--- src/rtl/sof_pkg.sv ---
package sof_pkg;

  typedef enum logic [1:0] {
    CH_R = 2'd0,
    CH_G = 2'd1,
    CH_B = 2'd2
  } chan_e;

  function automatic chan_e chan_step(input chan_e c);
    chan_e n;
    case (c)
      CH_R:    n = CH_G;
      CH_G:    n = CH_B;
      default: n = CH_R;
    endcase
    return n;
  endfunction

  function automatic chan_e chan_from_code(input logic [1:0] v);
    chan_e n;
    case (v)
      2'd0:    n = CH_R;
      2'd1:    n = CH_G;
      default: n = CH_B;
    endcase
    return n;
  endfunction

endpackage

--- src/rtl/sof_chan_seq.sv ---
module sof_chan_seq
  import sof_pkg::*;
(
  input  logic       clk,
  input  logic       rst_n,
  input  logic       sync_pulse,
  input  logic       line_mode,
  input  logic [1:0] line_chan,
  output chan_e      samp_tag,
  output chan_e      ptr
);

  chan_e ptr_q, ptr_d;
  chan_e tag_q, tag_d;

  always_comb begin
    ptr_d = ptr_q;
    tag_d = tag_q;
    if (line_mode) begin
      tag_d = chan_from_code(line_chan);
    end else begin
      tag_d = ptr_q;
      ptr_d = chan_step(ptr_q);
    end
  end

  always_ff @(posedge clk or negedge rst_n) begin
    if (!rst_n) begin
      ptr_q <= CH_R;
      tag_q <= CH_R;
    end else if (sync_pulse) begin
      ptr_q <= ptr_d;
      tag_q <= tag_d;
    end
  end

  assign samp_tag = tag_q;
  assign ptr      = ptr_q;

endmodule

--- src/rtl/sof_beat_fmt.sv ---
module sof_beat_fmt
  import sof_pkg::*;
#(
  parameter int DW = 12,
  parameter int BW = 8
) (
  input  logic          clk,
  input  logic          rst_n,
  input  logic          res_valid,
  input  logic [DW-1:0] res_data,
  input  logic          byte_mode,
  input  chan_e         in_tag,
  output logic [DW-1:0] out_word,
  output logic          out_valid,
  output chan_e         out_tag
);

  localparam int LO_W  = DW - BW;
  localparam int PAD_W = 2 * BW - DW;

  logic [DW-1:0]   word_q, word_d;
  logic            valid_q, valid_d;
  logic            pend_q, pend_d;
  logic [LO_W-1:0] lo_q, lo_d;
  chan_e           tag_q, tag_d;
  logic            take;

  assign take = res_valid && !pend_q;

  always_comb begin
    word_d  = word_q;
    valid_d = 1'b0;
    pend_d  = 1'b0;
    lo_d    = lo_q;
    tag_d   = tag_q;
    if (pend_q) begin
      word_d  = {lo_q, {PAD_W{1'b0}}, {LO_W{1'b0}}};
      valid_d = 1'b1;
    end else if (take) begin
      valid_d = 1'b1;
      tag_d   = in_tag;
      lo_d    = res_data[LO_W-1:0];
      if (byte_mode) begin
        word_d = {res_data[DW-1:LO_W], {LO_W{1'b0}}};
        pend_d = 1'b1;
      end else begin
        word_d = res_data;
      end
    end
  end

  always_ff @(posedge clk or negedge rst_n) begin
    if (!rst_n) begin
      word_q  <= '0;
      valid_q <= 1'b0;
      pend_q  <= 1'b0;
      lo_q    <= '0;
      tag_q   <= CH_R;
    end else begin
      word_q  <= word_d;
      valid_q <= valid_d;
      pend_q  <= pend_d;
      lo_q    <= lo_d;
      tag_q   <= tag_d;
    end
  end

  assign out_word  = word_q;
  assign out_valid = valid_q;
  assign out_tag   = tag_q;

endmodule

--- src/rtl/sof_lane_ctl.sv ---
module sof_lane_ctl #(
  parameter int DW = 12,
  parameter int BW = 8
) (
  input  logic          oe_n,
  input  logic          par_mode,
  input  logic          dir_out,
  input  logic          byte_mode,
  input  logic [BW-1:0] bus_hi_i,
  output logic [DW-1:0] bus_en,
  output logic [BW-1:0] ctl_byte
);

  localparam int LO_W = DW - BW;

  logic ctl_owns;
  logic hi_en;
  logic lo_en;

  assign ctl_owns = par_mode && !dir_out;
  assign hi_en    = !oe_n && !ctl_owns;
  assign lo_en    = !oe_n && !byte_mode;
  assign ctl_byte = ctl_owns ? bus_hi_i : '0;

  for (genvar i = 0; i < DW; i++) begin : g_lane
    if (i >= LO_W) begin : g_hi
      assign bus_en[i] = hi_en;
    end else begin : g_lo
      assign bus_en[i] = lo_en;
    end
  end

endmodule

--- src/rtl/sample_out_fmt.sv ---
module sample_out_fmt
  import sof_pkg::*;
#(
  parameter int DW = 12,
  parameter int BW = 8
) (
  input  logic          clk,
  input  logic          rst_n,
  input  logic          sync_pulse,
  input  logic          line_mode,
  input  logic [1:0]    line_chan,
  input  logic          res_valid,
  input  logic [DW-1:0] res_data,
  input  logic          byte_mode,
  input  logic          par_mode,
  input  logic          dir_out,
  input  logic          oe_n,
  input  logic [BW-1:0] bus_hi_i,
  output logic [DW-1:0] bus_o,
  output logic [DW-1:0] bus_en,
  output logic [BW-1:0] ctl_byte,
  output logic          beat_valid,
  output logic [1:0]    chan_tag
);

  chan_e samp_tag;
  chan_e seq_ptr;
  chan_e beat_tag;

  sof_chan_seq u_seq (
    .clk        (clk),
    .rst_n      (rst_n),
    .sync_pulse (sync_pulse),
    .line_mode  (line_mode),
    .line_chan  (line_chan),
    .samp_tag   (samp_tag),
    .ptr        (seq_ptr)
  );

  sof_beat_fmt #(.DW(DW), .BW(BW)) u_beat (
    .clk       (clk),
    .rst_n     (rst_n),
    .res_valid (res_valid),
    .res_data  (res_data),
    .byte_mode (byte_mode),
    .in_tag    (samp_tag),
    .out_word  (bus_o),
    .out_valid (beat_valid),
    .out_tag   (beat_tag)
  );

  sof_lane_ctl #(.DW(DW), .BW(BW)) u_lane (
    .oe_n      (oe_n),
    .par_mode  (par_mode),
    .dir_out   (dir_out),
    .byte_mode (byte_mode),
    .bus_hi_i  (bus_hi_i),
    .bus_en    (bus_en),
    .ctl_byte  (ctl_byte)
  );

  assign chan_tag = beat_tag;

endmodule

--- config.mk ---
export PLATFORM = sky130hd
export DESIGN_NAME = sample_out_fmt
export DESIGN_NICKNAME = d
export VERILOG_FILES = /design/src/rtl/sof_pkg.sv /design/src/rtl/sof_chan_seq.sv /design/src/rtl/sof_beat_fmt.sv /design/src/rtl/sof_lane_ctl.sv /design/src/rtl/sample_out_fmt.sv
export SDC_FILE = /design/constraint.sdc
export NUM_CORES = 1
export LEC_CHECK = 0
export BUFFER_PORTS_ARGS = -buffer_cell sky130_fd_sc_hd__buf_2
export CORE_MARGIN = 1
export CORE_UTILIZATION = 44
export CTS_BUF_LIST = sky130_fd_sc_hd__clkbuf_4 sky130_fd_sc_hd__clkbuf_8
export DETAILED_ROUTE_END_ITERATION = 8
export PLACE_DENSITY_LB_ADDON = 0.25
export SKIP_CTS_REPAIR_TIMING = 1
export SYNTH_ARGS = -nofsm -noshare
export SYNTH_HDL_FRONTEND = slang
export SYNTH_SLANG_ARGS = --single-unit
--- constraint.sdc ---
create_clock -name clk -period 3 [get_ports clk]
set_clock_uncertainty 0.1 [all_clocks]
set_input_delay 0 -clock clk [delete_from_list [all_inputs] [get_ports clk]]
set_output_delay 0 -clock clk [all_outputs]
set_load 0.02 [all_outputs]
==> run_results.csv, run 1 <==
group,metric,value,unit
worst_setup_path,startpoint_type,"input pin",
finish,final_cell_count_no_fill,208,
finish,num_antenna_cells,0,
die,rows,18,
placed_design,hpwl,1640,um
logic_synthesis,synth_area_leader_cell,"dfrtp_1",
global_route,antenna_found_initial,0,
logic_synthesis,synthArstFlopShare,1.00,
logic_synthesis,synth_top_family_by_area,"simple AND/OR/NAND/NOR gates",
logic_synthesis,syn_area,1200,sq um
route,drt_pre_antenna_iters,4,
worst_setup_path,reg2reg_from,"u_beat.pend_q$_DFF_PN0_",
logic_synthesis,seq_area_frac_synth,0.498,
placed_design,io_buffers,65,
finish,drive_gt1_frac,0.433,
die,io_pins,66,
die,die-area,2950,sq um
power_and_ir_drop,intPower,0.614,mW
sta,max_clock_freq,531,MHz
power_and_ir_drop,pwr-share-seq,0.471,
sta,final-hold-violation-count,0,
logic_synthesis,ys.flop_type,"dfrtp_1",
power_and_ir_drop,p_sw_frac,0.277,
die,fp.dieH,54.3,um
logic_synthesis,syn-num-nets,137,
route,detail-route-antenna-nets,0,
clock_tree,ctsLongestPathBuffers,2,
sta,fin_crit_sh,0.628,
logic_synthesis,postSynthCellCount,106,
finish,synthToLayoutAreaGrowth,39.9,%
clock_tree,clkSinkCount,24,
route,avgRoutedWirePerCell,11.3,um
logic_synthesis,ys_seq_elements,24,
worst_setup_path,end_kind,"flop",
sta,finalSetupTns,0,ns
global_route,grt_usage,0.156,
logic_synthesis,synth-xor-area-share,0,
clock_tree,path_clk_slew,0.13,ns
global_route,grt_pass1_wl,3310,um
power_and_ir_drop,power.switching,0.236,mW
worst_setup_path,crit_type,"in2reg",
finish,seq_area,601,sq um
finish,multi_input_area,465,sq um
route,routed_via_density,4.58,
finish,fillers,200,
sta,rsz0062_at_grt,"false",
clock_tree,tritoncts,"built",
route,num_vias,953,
logic_synthesis,ys_types,21,
logic_synthesis,synth.most_common_cell,"dfrtp_1",
logic_synthesis,synth_compound_area_frac,0.0550,
sta,setup_viol,0,
sta,timing.final.max_slew_violations,0,
min_path,hp-class,"in2reg",
global_route,grt_pass1_vias,734,
logic_synthesis,ys_warn_count,0,
worst_setup_path,cp_max_fo,6,
worst_setup_path,cp_data_arrival_time,2.05,ns
logic_synthesis,synth-edff-count,0,
min_path,hold_path.startpoint,"res_valid",
route,dr.first_iter.drc_count,15,
logic_synthesis,yosys-top-cells-count,"dfrtp_1 (24), buf_4 (13), mux2i_1 (9), nor2_1 (9), and2_1 (8)",
global_route,grt_overflow,0,
logic_synthesis,synth_top_area_share,0.498,
die,coreArea,2520,sq um
worst_setup_path,reg2reg_slack,1.50,ns
placed_design,dp.cells,184,
min_path,holdPathEnd,"u_beat.out_word[1]$_DFFE_PN0P_",
power_and_ir_drop,ir_drop,0.464,mV
power_and_ir_drop,p_clk_frac,0.269,
die,start_util,0.478,
power_and_ir_drop,powerDensity,504,nW/um^2
worst_setup_path,rr_endpoint,"u_beat.lo_q[0]$_DFFE_PN0P_",
min_path,holdPathStages,3,
finish,layout.nets,210,
clock_tree,htreeDepth,1,
sta,min_period,1.88,ns
route,drcViolationCount,0,
clock_tree,cts_buffers,3,
global_route,grt_max_degree,25,
job,cap_violations,0,
placed_design,place.gp.congestion,0.673,
clock_tree,clock-root-buffer,"clkbuf_4",
logic_synthesis,synth-simple-area-share,0.182,
power_and_ir_drop,pwr-share-comb,0.261,
sta,tightestPinTransition,0.517,ns
route,wirelength,2360,um
die,die_w,54.3,um
sta,whs,0.0506,ns
power_and_ir_drop,p_leak,0.904,nW
worst_setup_path,reg2reg_depth,2,
sta,relSlewSlack,0.656,
logic_synthesis,synthMuxAreaShare,0.150,
status,outcome,"complete, no violations",
logic_synthesis,synth_fa_ha_area_frac,0,
clock_tree,clk_latency,0.31,ns
logic_synthesis,synth.avg_cell_area,11.4,sq um
worst_setup_path,critPathRequiredTime,3.16,ns
logic_synthesis,ys_top_cells_by_area,"dfrtp_1 (50%), buf_4 (8.1%), mux2i_1 (7.5%), mux2_4 (7.5%), and2_1 (4.2%)",
## cells in the final DEF, fill, tap and decap left out, types with 2 or more instances in the layout
cell / netlist / layout
o21ai_0: 4 / 4
mux2_4: 6 / 6
a21oi_1: 5 / 5
dlygate4sd3_1: 0 / 20
and2_1: 8 / 8
nand3b_1: 5 / 5
nor2_1: 9 / 9
nand2b_1: 6 / 6
mux2i_1: 9 / 9
clkbuf_4: 0 / 3
a21o_1: 2 / 2
dfrtp_1: 24 / 24
nand2_1: 4 / 4
buf_2: 0 / 65
## per-layer routing
metal,track usage,wire length [um],vias up
li1,-,-,485
met1,0.225,1100,440
met2,0.234,1130,28
met3,0.0556,122,0
met4,0.0128,0,0
met5,0,0,-
## through the flow
step                setup WS (ns)  area, sq um   util  power (mW)
floorplan                    1.76         1200      -       0.545
global placement             1.56         1430  0.568       0.600
detailed placement           1.51         1430  0.568       0.605
CTS                          1.49         1490  0.589       0.837
global route                 1.01         1690  0.668       0.904
finish                       1.12         1690  0.668       0.850
## worst max path at each step
| stage | startpoint | to | slack [ns] | depth (start not counted) |
|---|---|---|---|---|
| 6_report | line_mode | u_seq.samp_tag[0]$_DFFE_PN0P_ | 1.12 | 6 |
| 5_1_grt | line_mode | u_seq.samp_tag[0]$_DFFE_PN0P_ | 1.01 | 6 |
| 4_1_cts | u_beat.pend_q$_DFF_PN0_ | u_beat.lo_q[0]$_DFFE_PN0P_ | 1.49 | 2 |
| 3_5_place_dp | u_beat.pend_q$_DFF_PN0_ | u_beat.out_tag[0]$_DFFE_PN0P_ | 1.51 | 2 |
| 3_3_place_gp | u_beat.pend_q$_DFF_PN0_ | u_beat.lo_q[3]$_DFFE_PN0P_ | 1.56 | 2 |
| 2_1_floorplan | u_beat.pend_q$_DFF_PN0_ | u_beat.lo_q[0]$_DFFE_PN0P_ | 1.76 | 4 |
## flip-flops by register name, indices dropped and copies added, names as in the netlist
| register | cells |
|---|---|
| u_seq.ptr | 2 |
| u_beat.lo_q | 4 |
| u_beat.pend_q | 1 |
| u_beat.out_tag | 2 |
| u_beat.out_valid | 1 |
| u_seq.samp_tag | 2 |
| u_beat.out_word | 12 |
## power groups by stage
stage                     clock [mW]  sequential [mW]  combinational (mW)
after CTS                      0.237            0.400               0.200
after global placement             0            0.404               0.195
after detailed placement           0            0.406               0.200
after floorplan                    0            0.430               0.115
final                          0.228            0.400               0.222
after global routing           0.251            0.408               0.245
## critical path, cell delays in order
cell and delay [ns]:
dlygate4sd3_1 0.54, buf_2 0.16, nand3b_1 0.09, dlygate4sd3_1 0.57
a31oi_1 0.15, dlygate4sd3_1 0.55
## cell families after synthesis
logic type,count (synthesis)
and+or+nand+nor,37
DFF,24
buffers and inverters,18
muxes,15
AOI/OAI and AO/OA,12
## area by class of cell
cell class / count / area share
clock buffers: 3 / 0.0134
flip-flops and latches: 24 / 0.356
well taps: 30 / 0.0223
inverters: 1 / 0.00223
clock inverters: 1 / 0.0178
multi-input cells: 64 / 0.276
repair buffers: 85 / 0.312
No activity file was read; power rests on OpenSTA's default activity.
==> run 2: changes to the inputs <==
clock period = 1.9 ns   (was 3 ns; I/O delays follow)
==> run_results.csv, run 2 (synthesis results as in run 1) <==
group,metric,value,unit
clock_tree,tritoncts,"built",
power_and_ir_drop,p_clk_frac,0.272,
power_and_ir_drop,ir_drop,0.574,mV
finish,synthToLayoutAreaGrowth,39.9,%
sta,final-hold-violation-count,1,
finish,final_area,1690,sq um
placed_design,hpwl,1730,um
global_route,grt_pass1_wl,3410,um
power_and_ir_drop,p_sw_frac,0.282,
sta,timing.final.max_slew_violations,0,
route,routed_via_density,4.58,
route,dr.first_iter.drc_count,8,
worst_setup_path,reg2reg_from,"u_beat.pend_q$_DFF_PN0_",
power_and_ir_drop,powerDensity,802,nW/um^2
worst_setup_path,crit_type,"in2reg",
route,detail-route-antenna-nets,0,
min_path,hold_path.startpoint,"line_mode",
job,cap_violations,0,
power_and_ir_drop,power,1.35,mW
clock_tree,cts_buffers,3,
global_route,grt_max_degree,25,
placed_design,place_ws,0.413,ns
worst_setup_path,cp_max_fo,1,
finish,num_antenna_cells,0,
die,fp.dieH,54.3,um
clock_tree,clk_latency,0.31,ns
route,wirelength,2490,um
finish,final_cell_mix,"buf_2 (65), dfrtp_1 (24), dlygate4sd3_1 (20), nor2_1 (9), mux2i_1 (9)",
finish,drive_gt1_frac,0.433,
clock_tree,ctsLongestPathBuffers,2,
route,avgRoutedWirePerCell,12.0,um
min_path,holdPathStages,3,
status,outcome,"complete, but fails checks",
route,drcViolationCount,0,
die,die_w,54.3,um
placed_design,io_buffers,65,
sta,whs,-0.00723,ns
power_and_ir_drop,pwr-share-comb,0.260,
sta,min_period,1.79,ns
worst_setup_path,end_kind,"flop",
global_route,grt_pass1_vias,780,
power_and_ir_drop,p_leak,0.904,nW
power_and_ir_drop,pwr-share-seq,0.468,
sta,setup_viol,0,
finish,utilization,0.668,
status,violations,"hold timing",
worst_setup_path,rr_endpoint,"u_beat.out_tag[0]$_DFFE_PN0P_",
finish,largest_register_ffs,12,
sta,tightestPinTransition,0.515,ns
power_and_ir_drop,intPower,0.970,mW
sta,fin_crit_sh,0.943,
placed_design,place.gp.congestion,0.674,
global_route,grt_overflow,0,
placed_design,placed_area,1430,sq um
global_route,antenna_found_initial,0,
worst_setup_path,reg2reg_depth,2,
route,num_vias,952,
finish,layout.nets,210,
sta,rsz0062_at_grt,"false",
die,coreArea,2520,sq um
worst_setup_path,cp_data_arrival_time,1.96,ns
route,drt_pre_antenna_iters,4,
die,io_pins,66,
worst_setup_path,reg2reg_slack,0.42,ns
clock_tree,clock-root-buffer,"clkbuf_4",
worst_setup_path,startpoint_type,"input pin",
die,rows,18,
power_and_ir_drop,power.switching,0.381,mW
sta,relSlewSlack,0.657,
sta,max_clock_freq,558,MHz
finish,fillers,202,
clock_tree,path_clk_slew,0.13,ns
die,die-area,2950,sq um
clock_tree,htreeDepth,1,
sta,worst_slack,0.109,ns
finish,final_common_cell,"buf_2",
min_path,hp-class,"in2reg",
clock_tree,clkSinkCount,24,
sta,finalSetupTns,0,ns
global_route,grt_usage,0.159,
min_path,holdPathEnd,"u_seq.ptr[0]$_DFFE_PN0P_",
worst_setup_path,critPathRequiredTime,2.06,ns
die,start_util,0.478,
run 2: cell counts in the layout (fill, tap and decap cells not counted):
Identical to the previous run, type by type.
run 2: cell type report:
class / instances / area (sq um) / area share
Timing Repair Buffer: 85 / 526 / 0.312
Clock inverter: 1 / 30.0 / 0.0178
Inverter: 1 / 3.75 / 0.00223
Sequential cell: 24 / 601 / 0.356
Tap cell: 30 / 37.5 / 0.0223
Multi-Input combinational cell: 64 / 465 / 0.276
Clock buffer: 3 / 22.5 / 0.0134
run 2: power by group through the flow:
stage	Combinational (mW)	Sequential [mW]	Clock [mW]
2_1_floorplan	0.181	0.679	0
3_3_place_gp	0.309	0.638	0
3_5_place_dp	0.317	0.641	0
4_1_cts	0.317	0.632	0.378
5_1_grt	0.385	0.645	0.400
6_report	0.351	0.632	0.367
run 2: worst max-delay path, stage by stage:
cell and delay, ns:
dlygate4sd3_1 0.53, buf_2 0.10, nand3b_1 0.07, dlygate4sd3_1 0.56
a31oi_1 0.15, dlygate4sd3_1 0.56
run 2: stage by stage:
stage                     hold WS (ns)  cells
after global placement          -0.102    184
final                         -0.00723    208
after CTS                       -0.454    188
after global routing            0.0117    208
after floorplan                 -0.396    106
after detailed placement       -0.0891    184
run 2: worst max-delay path by stage:
stage	to	startpoint	slack, ns	cells past startpoint
6_report	u_seq.samp_tag[0]$_DFFE_PN0P_	line_chan[0]	0.11	6
3_3_place_gp	u_beat.lo_q[3]$_DFFE_PN0P_	u_beat.pend_q$_DFF_PN0_	0.46	2
3_5_place_dp	u_beat.out_tag[0]$_DFFE_PN0P_	u_beat.pend_q$_DFF_PN0_	0.41	2
5_1_grt	u_seq.samp_tag[0]$_DFFE_PN0P_	line_chan[0]	0.06	6
2_1_floorplan	u_beat.lo_q[0]$_DFFE_PN0P_	u_beat.pend_q$_DFF_PN0_	0.66	4
4_1_cts	u_beat.out_tag[0]$_DFFE_PN0P_	u_beat.pend_q$_DFF_PN0_	0.42	2
run 2: metal layers:
| layer | global-route usage | part of all wire | vias up |
|---|---|---|---|
| met5 | 0 | 0 | - |
| met3 | 0.0583 | 0.048 | 0 |
| li1 | - | - | 483 |
| met1 | 0.211 | 0.44 | 442 |
| met4 | 0.0128 | 0 | 0 |
| met2 | 0.258 | 0.51 | 27 |
==> run 3: changes to the inputs <==
SETUP_SLACK_MARGIN = 0.5   (was not set)
==> run_results.csv, run 3 (synthesis results as in run 1) <==
group,metric,value,unit
finish,final_cell_count_no_fill,208,
global_route,grt_pass1_wl,3410,um
global_route,grt_overflow,0,
route,avgRoutedWirePerCell,12.4,um
die,coreArea,2520,sq um
route,routed_via_density,4.70,
clock_tree,ctsLongestPathBuffers,2,
clock_tree,clkSinkCount,24,
worst_setup_path,startpoint_type,"flop",
sta,rsz0062_at_grt,"false",
sta,max_clock_freq,762,MHz
finish,final_area,1690,sq um
sta,min_period,1.31,ns
clock_tree,tritoncts,"built",
min_path,hp-class,"in2reg",
worst_setup_path,cp_max_fo,18,
route,dr.first_iter.drc_count,11,
finish,layout.nets,210,
die,die-area,2950,sq um
worst_setup_path,critPathTopFamily,"flip-flops",
sta,timing.final.max_slew_violations,0,
sta,finalSetupTns,0,ns
worst_setup_path,cp_data_arrival_time,1.43,ns
finish,final_cell_mix,"buf_2 (65), dfrtp_1 (23), dlygate4sd3_1 (20), nor2_1 (9), mux2i_1 (9)",
route,drcViolationCount,0,
placed_design,place.gp.congestion,0.674,
finish,num_antenna_cells,0,
placed_design,io_buffers,65,
sta,setup_viol,0,
power_and_ir_drop,pwr-share-seq,0.469,
finish,synthToLayoutAreaGrowth,40.0,%
clock_tree,clock-root-buffer,"clkbuf_4",
status,outcome,"complete, no violations",
finish,drive_gt1_frac,0.438,
power_and_ir_drop,intPower,0.965,mW
worst_setup_path,end_kind,"flop",
finish,final_common_cell,"buf_2",
worst_setup_path,crit_type,"reg2reg",
global_route,grt_usage,0.159,
job,cap_violations,0,
power_and_ir_drop,powerDensity,799,nW/um^2
power_and_ir_drop,ir_drop,0.578,mV
sta,fin_crit_sh,0.690,
global_route,grt_pass1_vias,780,
global_route,antenna_found_initial,0,
clock_tree,clk_latency,0.32,ns
sta,final-hold-violation-count,0,
clock_tree,htreeDepth,1,
sta,relSlewSlack,0.653,
route,detail-route-antenna-nets,0,
worst_setup_path,reg2reg_slack,0.59,ns
worst_setup_path,crit_chain,"nand2b_4 > mux2_4",
route,num_vias,977,
worst_setup_path,crit_buf_inv,0,
route,drt_pre_antenna_iters,3,
clock_tree,cts_buffers,3,
route,wirelength,2580,um
die,start_util,0.478,
die,io_pins,66,
power_and_ir_drop,pwr-share-comb,0.257,
power_and_ir_drop,power.switching,0.383,mW
die,die_w,54.3,um
worst_setup_path,critPathRequiredTime,2.02,ns
power_and_ir_drop,p_sw_frac,0.284,
placed_design,dp.cells,184,
finish,largest_register_ffs,12,
die,rows,18,
sta,tightestPinTransition,0.521,ns
placed_design,hpwl,1730,um
placed_design,placed_area,1430,sq um
worst_setup_path,critical-path-max-stage-delay,0.55,ns
worst_setup_path,cp_slowest_cell,"dfrtp_2",
power_and_ir_drop,p_clk_frac,0.274,
die,fp.dieH,54.3,um
global_route,grt_max_degree,25,
clock_tree,path_clk_slew,0.14,ns
power_and_ir_drop,p_leak,0.903,nW
==> run 3: path summary, 6_finish.rpt <==
path                            cells after the start                         endpoint                       start
min in group asynchronous                           2    u_beat.out_tag[0]$_DFFE_PN0P_                       rst_n
worst max register to register                      2    u_beat.out_tag[0]$_DFFE_PN0P_     u_beat.pend_q$_DFF_PN0_
worst min register to register                      2  u_beat.out_word[11]$_DFFE_PN0P_  u_beat.lo_q[3]$_DFFE_PN0P_
worst max-delay path                                2    u_beat.out_tag[0]$_DFFE_PN0P_     u_beat.pend_q$_DFF_PN0_
worst min-delay path                                3   u_beat.out_word[1]$_DFFE_PN0P_                   res_valid
max in group asynchronous                           2          u_beat.pend_q$_DFF_PN0_                       rst_n
==> run 3: power groups by stage <==
stage                     logic (mW)  clock network [mW]  registers [mW]
after floorplan                0.181                   0           0.679
after global placement         0.309                   0           0.638
after detailed placement       0.317                   0           0.641
after CTS                      0.317               0.378           0.632
after global routing           0.380               0.400           0.645
final                          0.346               0.370           0.632
==> run 3: metal layers <==
layer / up-vias / global-route usage / part of all wire
met5: - / 0 / 0
met4: 0 / 0.0128 / 0
met3: 0 / 0.0583 / 0.045
met2: 28 / 0.258 / 0.53
met1: 465 / 0.211 / 0.42
li1: 484 / - / -
==> run 3: worst reg2reg max path: stages (launching register included) <==
cell,delay (ns)
dfrtp_2,0.55
nand2b_4,0.26
mux2_4,0.31
==> run 3: metrics by stage <==
step / power [mW] / setup WS [ns] / utilization / hold slack (ns)
after floorplan: 0.860 / 0.663 / - / -0.396
after global placement: 0.947 / 0.460 / 0.568 / -0.102
after detailed placement: 0.958 / 0.413 / 0.568 / -0.0891
after CTS: 1.33 / 0.419 / 0.589 / -0.454
after global routing: 1.43 / 0.531 / 0.669 / 0.0570
final: 1.35 / 0.588 / 0.669 / 0.0500
==> run 3: layout make-up <==
type | count | area, sq um
repair buffers | 85 | 526
inverters | 1 | 3.75
clock inverters | 1 | 30.0
flip-flops and latches | 24 | 602
fillers | 202 | 836
well taps | 30 | 37.5
multi-input cells | 64 | 465
clock buffers | 3 | 22.5
